### src/rtl/cad_deframer_pkg.sv
package cad_deframer_pkg;
  // header nibble carried in each frame, most significant field first
  typedef struct packed {
    logic       first;
    logic       has_data;
    logic [1:0] idx;
  } hdr_t;

  localparam int HDR_W = $bits(hdr_t);
  localparam int IDX_W = 2;
endpackage

### src/rtl/cad_deframer_collect.sv
module cad_deframer_collect #(
  parameter int LANES = 10,
  parameter int XFERS = 12
) (
  input  logic                   clk,
  input  logic                   rst_n,
  input  logic [LANES-1:0]       lane_in,
  input  logic                   frame_sof,
  output logic                   frame_done,
  output logic [LANES*XFERS-1:0] frame_bits
);
  localparam int FW = LANES * XFERS;
  localparam int HW = FW - LANES;
  localparam int CW = $clog2(XFERS);

  logic [HW-1:0] hist_q, hist_d;
  logic [CW-1:0] cnt_q, cnt_d;
  logic          act_q, act_d;
  logic          shift_en;

  always_comb begin
    shift_en   = frame_sof | act_q;
    hist_d     = {lane_in, hist_q[HW-1:LANES]};
    frame_done = act_q & ~frame_sof & (cnt_q == CW'(XFERS - 1));
    frame_bits = {lane_in, hist_q};
    cnt_d      = cnt_q;
    act_d      = act_q;
    if (frame_sof) begin
      cnt_d = CW'(1);
      act_d = 1'b1;
    end else if (act_q) begin
      if (cnt_q == CW'(XFERS - 1)) begin
        cnt_d = '0;
        act_d = 1'b0;
      end else begin
        cnt_d = cnt_q + CW'(1);
      end
    end
  end

  always_ff @(posedge clk or negedge rst_n) begin
    if (!rst_n) begin
      cnt_q <= '0;
      act_q <= 1'b0;
    end else begin
      cnt_q <= cnt_d;
      act_q <= act_d;
    end
  end

  always_ff @(posedge clk) begin
    if (shift_en) hist_q <= hist_d;
  end
endmodule

### src/rtl/cad_deframer_crc.sv
module cad_deframer_crc #(
  parameter int                 DW    = 104,
  parameter int                 CRC_W = 16,
  parameter logic [CRC_W-1:0]   POLY  = 16'h1021,
  parameter logic [CRC_W-1:0]   SEED  = 16'hFFFF
) (
  input  logic [DW-1:0]    data_in,
  output logic [CRC_W-1:0] crc_out
);
  always_comb begin
    logic [CRC_W-1:0] c;
    logic             fb;
    c = SEED;
    for (int i = 0; i < DW; i++) begin
      fb = c[CRC_W-1] ^ data_in[i];
      c  = {c[CRC_W-2:0], 1'b0};
      if (fb) c = c ^ POLY;
    end
    crc_out = c;
  end
endmodule

### src/rtl/cad_deframer_assemble.sv
module cad_deframer_assemble
  import cad_deframer_pkg::*;
#(
  parameter int CA_W   = 28,
  parameter int BEAT_W = 72
) (
  input  logic                   clk,
  input  logic                   rst_n,
  input  logic                   frame_done,
  input  logic                   crc_ok,
  input  logic [CA_W-1:0]        ca_in,
  input  hdr_t                   hdr,
  input  logic [BEAT_W-1:0]      beat_in,
  output logic                   ca_valid,
  output logic [CA_W-1:0]        ca_word,
  output logic                   beat_valid,
  output logic [IDX_W-1:0]       beat_idx,
  output logic [BEAT_W-1:0]      beat_word,
  output logic                   line_valid,
  output logic [(1<<IDX_W)*BEAT_W-1:0] line_word,
  output logic                   crc_err,
  output logic                   seq_err
);
  localparam int                BEATS = 1 << IDX_W;
  localparam logic [IDX_W-1:0]  LAST  = IDX_W'(BEATS - 1);

  logic [IDX_W-1:0] exp_q, exp_d;
  logic good, bad, seq_ok, take, reject;

  always_comb begin
    good   = frame_done & crc_ok;
    bad    = frame_done & ~crc_ok;
    seq_ok = (hdr.idx == exp_q) & (hdr.first == (exp_q == '0));
    take   = good & hdr.has_data & seq_ok;
    reject = good & hdr.has_data & ~seq_ok;
    exp_d  = exp_q;
    if (bad | reject)  exp_d = '0;
    else if (take)     exp_d = exp_q + IDX_W'(1);
  end

  always_ff @(posedge clk or negedge rst_n) begin
    if (!rst_n) begin
      exp_q      <= '0;
      ca_valid   <= 1'b0;
      beat_valid <= 1'b0;
      line_valid <= 1'b0;
      crc_err    <= 1'b0;
      seq_err    <= 1'b0;
    end else begin
      exp_q      <= exp_d;
      ca_valid   <= good;
      beat_valid <= take;
      line_valid <= take & (exp_q == LAST);
      crc_err    <= bad;
      seq_err    <= reject;
    end
  end

  always_ff @(posedge clk) begin
    if (good) ca_word <= ca_in;
    if (take) begin
      beat_word <= beat_in;
      beat_idx  <= exp_q;
    end
  end

  for (genvar k = 0; k < BEATS; k++) begin : g_slot
    always_ff @(posedge clk) begin
      if (take && exp_q == IDX_W'(k)) line_word[k*BEAT_W +: BEAT_W] <= beat_in;
    end
  end
endmodule

### src/rtl/cad_deframer.sv
module cad_deframer
  import cad_deframer_pkg::*;
#(
  parameter int               LANES    = 10,
  parameter int               XFERS    = 12,
  parameter int               BEAT_W   = 72,
  parameter int               CA_W     = 28,
  parameter int               CRC_W    = 16,
  parameter logic [CRC_W-1:0] CRC_POLY = 16'h1021,
  parameter logic [CRC_W-1:0] CRC_SEED = 16'hFFFF
) (
  input  logic                 clk,
  input  logic                 rst_n,
  input  logic [LANES-1:0]     lane_in,
  input  logic                 frame_sof,
  output logic                 ca_valid,
  output logic [CA_W-1:0]      ca_word,
  output logic                 beat_valid,
  output logic [IDX_W-1:0]     beat_idx,
  output logic [BEAT_W-1:0]    beat_word,
  output logic                 line_valid,
  output logic [(1<<IDX_W)*BEAT_W-1:0] line_word,
  output logic                 crc_err,
  output logic                 seq_err
);
  localparam int FW     = LANES * XFERS;
  localparam int CA_LO  = BEAT_W;
  localparam int HDR_LO = CA_LO + CA_W;
  localparam int CRC_LO = HDR_LO + HDR_W;

  logic          rst_meta_q, rst_sync_q;
  logic          frame_done;
  logic [FW-1:0] frame_bits;
  logic [CRC_W-1:0] crc_calc;
  logic          crc_ok;

  always_ff @(posedge clk or negedge rst_n) begin
    if (!rst_n) begin
      rst_meta_q <= 1'b0;
      rst_sync_q <= 1'b0;
    end else begin
      rst_meta_q <= 1'b1;
      rst_sync_q <= rst_meta_q;
    end
  end

  cad_deframer_collect #(.LANES(LANES), .XFERS(XFERS)) u_collect (
    .clk        (clk),
    .rst_n      (rst_sync_q),
    .lane_in    (lane_in),
    .frame_sof  (frame_sof),
    .frame_done (frame_done),
    .frame_bits (frame_bits)
  );

  cad_deframer_crc #(.DW(CRC_LO), .CRC_W(CRC_W), .POLY(CRC_POLY), .SEED(CRC_SEED)) u_crc (
    .data_in (frame_bits[CRC_LO-1:0]),
    .crc_out (crc_calc)
  );

  assign crc_ok = (crc_calc == frame_bits[CRC_LO +: CRC_W]);

  cad_deframer_assemble #(.CA_W(CA_W), .BEAT_W(BEAT_W)) u_assemble (
    .clk        (clk),
    .rst_n      (rst_sync_q),
    .frame_done (frame_done),
    .crc_ok     (crc_ok),
    .ca_in      (frame_bits[CA_LO +: CA_W]),
    .hdr        (hdr_t'(frame_bits[HDR_LO +: HDR_W])),
    .beat_in    (frame_bits[BEAT_W-1:0]),
    .ca_valid   (ca_valid),
    .ca_word    (ca_word),
    .beat_valid (beat_valid),
    .beat_idx   (beat_idx),
    .beat_word  (beat_word),
    .line_valid (line_valid),
    .line_word  (line_word),
    .crc_err    (crc_err),
    .seq_err    (seq_err)
  );
endmodule

### config.mk
export PLATFORM = sky130hd
export DESIGN_NAME = cad_deframer
export DESIGN_NICKNAME = d
export VERILOG_FILES = /design/src/rtl/cad_deframer_pkg.sv /design/src/rtl/cad_deframer_collect.sv /design/src/rtl/cad_deframer_crc.sv /design/src/rtl/cad_deframer_assemble.sv /design/src/rtl/cad_deframer.sv
export SDC_FILE = /design/constraint.sdc
export NUM_CORES = 1
export LEC_CHECK = 0
export BUFFER_PORTS_ARGS = -buffer_cell sky130_fd_sc_hd__buf_2
export CORE_UTILIZATION = 55
export DETAILED_ROUTE_END_ITERATION = 16
export PLACE_DENSITY_LB_ADDON = 0.05
export SLEW_MARGIN = 40
export SYNTH_ARGS = -nofsm -noshare
export SYNTH_HDL_FRONTEND = slang
export SYNTH_SLANG_ARGS = --single-unit
export TNS_END_PERCENT = 100
### constraint.sdc
create_clock -name clk -period 0.9 [get_ports clk]
set_input_delay 0.135 -clock clk [delete_from_list [all_inputs] [get_ports clk]]
set_output_delay 0.135 -clock clk [all_outputs]
set_load 0.01 [all_outputs]
# Yosys cells after proc, flatten, opt, wreduce, memory -nomap -nowiden
# Index checks and enable logic that the tools add are counted.
# classes
bitwise,220
n_addsub,2
n_mux,112
n_reduce_logical,7
n_eq_ne,7
# ops
operator,count
13-bit 2-to-1 mux,104
3-bit NOT,103
1-bit XOR,100
16-bit equality test,1
4-bit 2-to-1 mux,3
1-bit bitwise AND,9
4-bit by 1-bit adder with 4-bit output (second input constant),1
2-bit equality test (second input constant),2
4-bit equality test (second input constant),1
1-bit logical AND,4
2-bit 2-to-1 mux,2
2-bit nonzero test,2
1-bit 2-to-1 mux,3
1-bit NOT,3
1-bit XOR (first input constant),3
2-bit by 1-bit adder with 2-bit output (second input constant),1
2-bit by 1-bit equality test with 1-bit output (second input constant),1
2-bit equality test,1
2-bit zero test,1
1-bit OR,2
1-bit equality test,1
# totals
regBits,514
output_inout_bits,395
input_bits,13
wordCells,366

# Logic depth before layout (Yosys ltp)
# Gate-level depths: netlist of run 1.
# logic_depth
word_depth,213
depth_mapped,16
depth_no_buf,15

# Modules after synthesis
# From an unflattened synthesis of run 1, not the netlist that was laid out.
# unflattened
hier_cells,927
area_unflattened_um2,20653.6
# by_module_without_submodules
mod,seq_area_each_um2,n_inst,area_each_um2,cells_per_inst
cad_deframer_assemble,11886.4,1,12080.3,422
cad_deframer_crc,0.0,1,4712.0,335
cad_deframer_collect,3428.3,1,3629.7,146
cad_deframer,50.0,1,231.5,24

# Least setup slack after synthesis of run 1
# OpenSTA, ideal clock, no wires.
# synth_timing
kind,register -> register
start,register u_collect.hist_q[4]
end,register u_assemble.line_word[216] (enable)
stages_incl_launch_ff,16
path_slack_ps,-9063
period_less_slack_ps,9963
setup_ps,439
path_buffers,0
arrival_ps,9524
t_required_ps,461
path_cell_list,edfxtp_1 -> xnor3_2 -> xnor2_4 -> xnor3_1 -> xnor3_2 -> xor3_2 -> xnor2_1 -> xnor3_2 -> xnor2_2 -> xnor3_1 -> xnor2_2 -> xnor3_1 -> or4_1 -> a222oi_1 -> and3_1 -> and2_1
# synth_via
elab_chain_cells,106
elab_cells_between_ends,281
cone_classes,1 x eq/ne; 100 x mux; 179 x bitwise; 1 x reduce/logical
# synth_rtl
element,line,rtl
from (decl),cad_deframer_collect.sv:16,"logic [HW-1:0] hist_q, hist_d;"
from (signal assigned),cad_deframer_collect.sv:52,if (shift_en) hist_q <= hist_d;
1-bit XOR *,cad_deframer_crc.sv:15,fb = c[CRC_W-1] ^ data_in[i];
13-bit 2-to-1 mux *,cad_deframer_crc.sv:17,if (fb) c = c ^ POLY;
13-bit 2-to-1 mux (3 in series),cad_deframer_crc.sv:17,
13-bit 2-to-1 mux *,cad_deframer_crc.sv:17,
3-bit NOT (no line) or 13-bit 2-to-1 mux (tied branches),--,
13-bit 2-to-1 mux,cad_deframer_crc.sv:17,
13-bit 2-to-1 mux or 3-bit NOT (tied branches),--,
13-bit 2-to-1 mux,cad_deframer_crc.sv:17,
[85 not listed],--,
13-bit 2-to-1 mux,cad_deframer_crc.sv:17,
1-bit XOR or 3-bit NOT (tied branches),--,
13-bit 2-to-1 mux (4 in series),cad_deframer_crc.sv:17,
16-bit equality test *,cad_deframer.sv:61,assign crc_ok = (crc_calc == frame_bits[CRC_LO +: CRC_W]);
1-bit bitwise AND *,cad_deframer_assemble.sv:31,good = frame_done & crc_ok;
1-bit bitwise AND * (2 in series),cad_deframer_assemble.sv:34,take = good & hdr.has_data & seq_ok;
named net u_assemble.take,cad_deframer_assemble.sv:28,"logic good, bad, seq_ok, take, reject;"
1-bit logical AND *,cad_deframer_assemble.sv:69,if (take && exp_q == IDX_W'(k)) line_word[k*BEAT_W +: BEAT_W] <= beat_in;
"to (signal, indexed assignment)",cad_deframer_assemble.sv:69,
to (decl),cad_deframer_assemble.sv:20,"output logic [(1<<IDX_W)*BEAT_W-1:0] line_word,"
# The timed path passes the listed nets; every way through them passes the cells marked *.
# A chain may end at the register's enable or synchronous reset.

# Final worst setup path of run 1
# layout_timing
start,register u_collect.hist_q[2]
end,register u_assemble.line_word[253] (enable)
# layout_via
elab_chain_cells,109
elab_cells_between_ends,287
cone_classes,1 x eq/ne; 102 x mux; 183 x bitwise; 1 x reduce/logical
# layout_rtl
element,line
1-bit XOR *,cad_deframer_crc.sv:15
13-bit 2-to-1 mux *,cad_deframer_crc.sv:17
13-bit 2-to-1 mux (3 in series),cad_deframer_crc.sv:17
13-bit 2-to-1 mux *,cad_deframer_crc.sv:17
3-bit NOT (no line),--
13-bit 2-to-1 mux (7 in series),cad_deframer_crc.sv:17
3-bit NOT (no line),--
13-bit 2-to-1 mux,cad_deframer_crc.sv:17
[81 not listed],--
13-bit 2-to-1 mux (5 in series),cad_deframer_crc.sv:17
3-bit NOT (no line),--
13-bit 2-to-1 mux,cad_deframer_crc.sv:17
16-bit equality test *,cad_deframer.sv:61
1-bit bitwise AND *,cad_deframer_assemble.sv:31
1-bit bitwise AND * (2 in series),cad_deframer_assemble.sv:34
named net u_assemble.take,cad_deframer_assemble.sv:28
1-bit logical AND *,cad_deframer_assemble.sv:69
# Marked as above.

==> results.json, run 1 <==
{
  "status": "finished, violations left",
  "violations": "negative setup slack",
  "final_nets": 1752,
  "synth_edf_count": 500,
  "cts.clk_slew.worst_paths_ps": 60,
  "cts_made_buffers": 50,
  "clock-sinks": 514,
  "netlist.area_leader.share": 0.725,
  "critPathSlowestCell": "or4_1",
  "grt_pass1_vias": 11552,
  "fillCellCount": 2054,
  "antenna_found_initial": 1,
  "clk_path_buf_depth": 3,
  "wire_per_inst_um": 22.5,
  "dr_total_vias": 11274,
  "end_kind": "flop",
  "cp.required_ps": 1190,
  "firstDrtPassIters": 5,
  "ys_seq_area_frac": 0.742,
  "io_buffers": 407,
  "hold_slack_ps": 22.1,
  "cp.arrival_ps": 7010,
  "coreArea_mm2": 0.0368,
  "post-route-cell-area_mm2": 0.0288,
  "post_dp_cell_area_mm2": 0.0261,
  "synthTopCellsByCount": "edfxtp_1 (500), xnor2_1 (126), xnor3_1 (102)",
  "grt_pass1_wl_mm": 69.6,
  "die_w_um": 196,
  "drc": 0,
  "crit_family": "XOR/XNOR gates",
  "syn_inst": 911,
  "worst-path-buf-inv": 7,
  "drt_iter0_markers": 573,
  "slowest_delay_ps": 520,
  "startpoint_type": "flop",
  "die-area_mm2": 0.0384,
  "viasPerCell": 5.04,
  "clock_latency_ps": 580,
  "fin_setup_tns_ps": -2468520,
  "dpl.hpwl_mm": 35.0,
  "synth-seq-cells": 514,
  "place_congestion": 0.900,
  "fmax_mhz": 149,
  "hp-class": "input pin to flop",
  "fin_worst_skew_ps": 18.0,
  "rsz0062_at_grt": "true",
  "ys_async_sr_fraction": 0.0272,
  "cts_tree": "built",
  "syn_avg_cell_area_um2": 22.7,
  "start_util": 0.563,
  "worst_slack_ps": -5820,
  "gr-total-overflow": 0,
  "period_minus_slack_ps": 6720,
  "htreeDepth": 2,
  "yosys.area.top_type": "edfxtp_1",
  "ys_warn_count": 0,
  "crit_chain": "buf_6, xor3_2, xor3_2, buf_6, xnor2_4, xnor2_2, buf_4, xnor3_1, xnor2_2, buf_4, xor3_2, buf_4, xor2_4, xor3_1, xnor3_1, xnor3_1, or4_1, a222oi_1, and3_4, and2_4, buf_4, buf_12",
  "place_ws_ps": -5870,
  "antenna_cells": 0,
  "cp_max_fo": 10,
  "yosys-top-cells-area": "edfxtp_1 (73%), xnor3_1 (11%), xnor2_1 (5.3%)",
  "setup_viol": 989,
  "synthFlopType": "edfxtp_1",
  "num_rows": 70,
  "ant_nets": 0,
  "cts_root_buf": "clkbuf_16",
  "grt_usage": 0.251,
  "synth.most_common_cell": "edfxtp_1",
  "routed_wirelength_mm": 50.3,
  "final_hold_viol_count": 0,
  "cp_common_cell": "buf_4",
  "die_h_um": 196,
  "syn_nets": 929,
  "layout-drive-gt1-share": 0.521,
  "crit_type": "flop to flop",
  "slew_violations": 0,
  "drv_cap": 0,
  "syn_area_mm2": 0.0207,
  "grt_max_degree": 53,
  "synth_cell_types": 41,
  "area_growth_pct": 39.1,
  "period_share": 7.47,
  "top_level_ports": 408
}
worst reg2reg max path, stage by stage (launching register included):
cell      delay [ps]
edfxtp_1         440
buf_6            170
xor3_2           400
xor3_2           420
buf_6            170
xnor2_4          130
xnor2_2          180
buf_4            150
xnor3_1          440
xnor2_2          160
buf_4            160
xor3_2           420
buf_4            190
xor2_4           190
xor3_1           390
xnor3_1          420
xnor3_1          250
or4_1            520
a222oi_1         390
and3_4           310
and2_4           230
buf_4            140
buf_12           140
placed cells by master (no fill, tap or decap), types with 4 or more instances in the layout:
cell type and instances:
and2_4 4, ha_1 4, clkbuf_1 11, a21oi_1 4
buf_16 7, nor2_1 6, edfxtp_1 500, xnor2_1 101
xor3_2 8, clkinv_2 4, clkinv_1 11, xnor3_2 25
xor2_2 4, dlygate4sd3_1 13, nor3_1 4, bufinv_16 6
buf_8 5, buf_4 316, xor3_1 15, buf_2 407
xnor3_1 83, xor2_4 8, xor2_1 40, xnor2_2 24
inv_1 5, xnor2_4 15, clkbuf_16 60, buf_12 15
and2_1 5, dfrtp_1 14
registers in the layout (all words and copies together) (netlist names):
register               flops
u_collect.cnt_q            4
u_collect.act_q            1
u_assemble.crc_err         1
rst_meta_q                 1
u_assemble.beat_idx        2
u_assemble.ca_word        28
u_assemble.ca_valid        1
u_assemble.beat_word      72
u_assemble.seq_err         1
u_assemble.beat_valid      1
u_assemble.exp_q           2
u_collect.hist_q         110
u_assemble.line_valid      1
rst_sync_q                 1
u_assemble.line_word     288
final timing paths:
check	start	slack, ps	depth (start not counted)	endpoint
max reg2reg	u_collect.hist_q[2]	-5820	22	u_assemble.line_word[253]
max	u_collect.hist_q[2]	-5820	22	u_assemble.line_word[253]
min reg2reg	rst_sync_q	200	0	u_assemble.line_valid
min	frame_sof	20	4	u_assemble.crc_err
max in group asynchronous	rst_n	370	3	rst_sync_q
min in group asynchronous	rst_sync_q	200	0	u_assemble.line_valid
final cells by class:
class	instances	area [um2]	area share
repair buffers	775	5370	0.186
inverters	5	18.8	0.000652
clock buffers	62	1320	0.0458
multi-input cells	388	5840	0.203
clock inverters	26	294	0.0102
flip-flops and latches	514	15400	0.534
well taps	468	586	0.0203
timing repair:
item,in CTS,in global routing
setup endpoints to repair,1003,1019
buffers inserted,8,22
pin swaps,1,11
hold endpoints to repair,18,0
hold buffers,13,0
resized for setup,12,55
cloned,1,14
per-layer routing:
layer	GRT usage	share of wire
met5	0	0
met4	0.0897	0.029
met3	0.0426	0.046
met2	0.471	0.55
met1	0.289	0.38
cells by family (layout without fill, tap and decap cells):
kind of cell,after synthesis,count (layout),synth area share
flops,514,514,0.742
xor+xnor,323,323,0.234
simple gates,41,41,0.0117
compound gates,15,15,0.00490
buf+inv,9,868,0.00212
fa+ha+maj,5,5,0.00302
mux,3,3,0.00145
other cells,1,1,0.000181
through the flow:
stage | cells | util
3_3_place_gp | 2093 | 0.709
3_5_place_dp | 2093 | 0.709
4_1_cts | 2203 | 0.761
6_report | 2238 | 0.783
5_1_grt | 2238 | 0.783
2_1_floorplan | 911 | -
Power of run 1 is not shown: default switching activity piles up to over one toggle a cycle in this logic, so the estimate is an artifact.
==> run 2, diff against run 1 <==
Settings changed: CORE_UTILIZATION 55 to 50.
Clock period 0.9 ns to 6.1 ns, I/O delays scaled along.
==> results.json, run 2 (same netlist as run 1, synthesis figures left out) <==
{
  "status": "finished, violations left",
  "violations": "negative setup slack",
  "hp-class": "input pin to asynchronous set/reset pin",
  "post_dp_cell_area_mm2": 0.0255,
  "rsz0062_at_grt": "true",
  "setup_viol": 395,
  "antenna_found_initial": 1,
  "io_buffers": 407,
  "grt_usage": 0.243,
  "top_register": "u_assemble.line_word",
  "routed_wirelength_mm": 53.7,
  "slew_violations": 0,
  "final_nets": 1714,
  "multi_input_area_mm2": 0.00588,
  "worst_slack_ps": -582,
  "hold_slack_ps": 110,
  "place_ws_ps": -685,
  "die_w_um": 205,
  "viasPerCell": 4.93,
  "clk_path_buf_depth": 3,
  "top_level_ports": 408,
  "fin_worst_skew_ps": 41.0,
  "cts.clk_slew.worst_paths_ps": 70,
  "layout-drive-gt1-share": 0.529,
  "num_rows": 74,
  "start_util": 0.507,
  "final_common_cell": "edfxtp_1",
  "grt_pass1_vias": 11206,
  "wire_per_inst_um": 23.8,
  "cp.arrival_ps": 6990,
  "drt_iter0_markers": 750,
  "htreeDepth": 2,
  "fmax_mhz": 150,
  "grt_pass1_wl_mm": 72.5,
  "fillCellCount": 2594,
  "dpl.hpwl_mm": 36.1,
  "final-seq-area_mm2": 0.0154,
  "placed_cells": 2075,
  "grt_max_degree": 57,
  "reg_top3": "u_assemble.line_word x288, u_collect.hist_q x110, u_assemble.beat_word x72",
  "cp_max_fo": 8,
  "largest_reg_flops": 288,
  "drv_cap": 0,
  "maxSlewHeadroom": 0.458,
  "period_share": 1.10,
  "firstDrtPassIters": 5,
  "gr-total-overflow": 0,
  "end_kind": "flop",
  "place_congestion": 0.847,
  "period_minus_slack_ps": 6680,
  "finalNonFillerCells": 2262,
  "clock-sinks": 514,
  "ant_nets": 0,
  "die_h_um": 205,
  "dr_total_vias": 11154,
  "area_growth_pct": 39.9,
  "clock_latency_ps": 600,
  "final_hold_viol_count": 0,
  "drc": 0,
  "cts_root_buf": "clkbuf_16",
  "cts_tree": "built",
  "die-area_mm2": 0.0422,
  "crit_type": "flop to flop",
  "startpoint_type": "flop",
  "mostFrequentLayoutCells": "edfxtp_1 (500), buf_2 (407), buf_4 (242)",
  "post-route-cell-area_mm2": 0.0290,
  "worst_pin_slew_ps": 814,
  "cts_made_buffers": 49,
  "coreArea_mm2": 0.0408,
  "cp.required_ps": 6400
}
==> run 2: path summary, 6_finish.rpt <==
kind / start / endpoint / slack (ps) / depth (start not counted)
min reg2reg: rst_sync_q / u_assemble.line_valid / 200 / 0
min in group clk: rst_meta_q / rst_sync_q / 350 / 0
min: rst_n / rst_meta_q / 110 / 1
max in group asynchronous: rst_sync_q / u_assemble.crc_err / 5560 / 0
max reg2reg: u_collect.hist_q[2] / u_assemble.line_word[13] / -580 / 24
max: u_collect.hist_q[2] / u_assemble.line_word[13] / -580 / 24
==> run 2: final cells by class <==
type | instances | area share
clock inverters | 23 | 0.00748
multi-input cells | 388 | 0.203
clock buffers | 61 | 0.0449
inverters | 5 | 0.000648
repair buffers | 738 | 0.190
diodes | 1 | 0.0000864
well taps | 532 | 0.0230
flip-flops and latches | 514 | 0.531
==> run 2: timing repair <==
item,4_1_cts,5_1_grt
endpoints found under the setup margin,397,397
resized for setup,77,58
pin swaps,37,15
cloned,14,17
hold buffers,0,0
buffers inserted,58,25
==> run 2: worst max-delay path: stages, from the launching register on <==
cell and delay (ps):
edfxtp_1 480, xnor3_2 490, xnor3_2 290, buf_6 150
xor2_4 160, buf_4 170, xnor3_2 480, xnor2_4 200
buf_4 150, xor2_1 190, xnor2_1 110, buf_4 150
buf_4 140, xor3_1 370, xnor3_1 370, xor3_2 470
xnor3_1 250, or4_1 500, a222oi_1 250, buf_4 170
and3_4 220, buf_6 110, and2_4 190, buf_12 150
clkbuf_16 160
==> run 2: routing by layer <==
layer	share of wire	routed length, um	GRT usage
met5	0	0	0
met4	0.028	1520	0.0810
met3	0.037	2010	0.0331
met2	0.55	29600	0.451
met1	0.38	20600	0.290
==> run 2: per-stage QoR <==
| step | setup TNS (ps) | util |
|---|---|---|
| finish | -193530 | 0.709 |
| floorplan | -394190 | - |
| detailed placement | -236340 | 0.625 |
| CTS | -173920 | 0.694 |
| global placement | -217830 | 0.625 |
| global route | -270140 | 0.709 |
Power of run 2 is left out for the same reason.
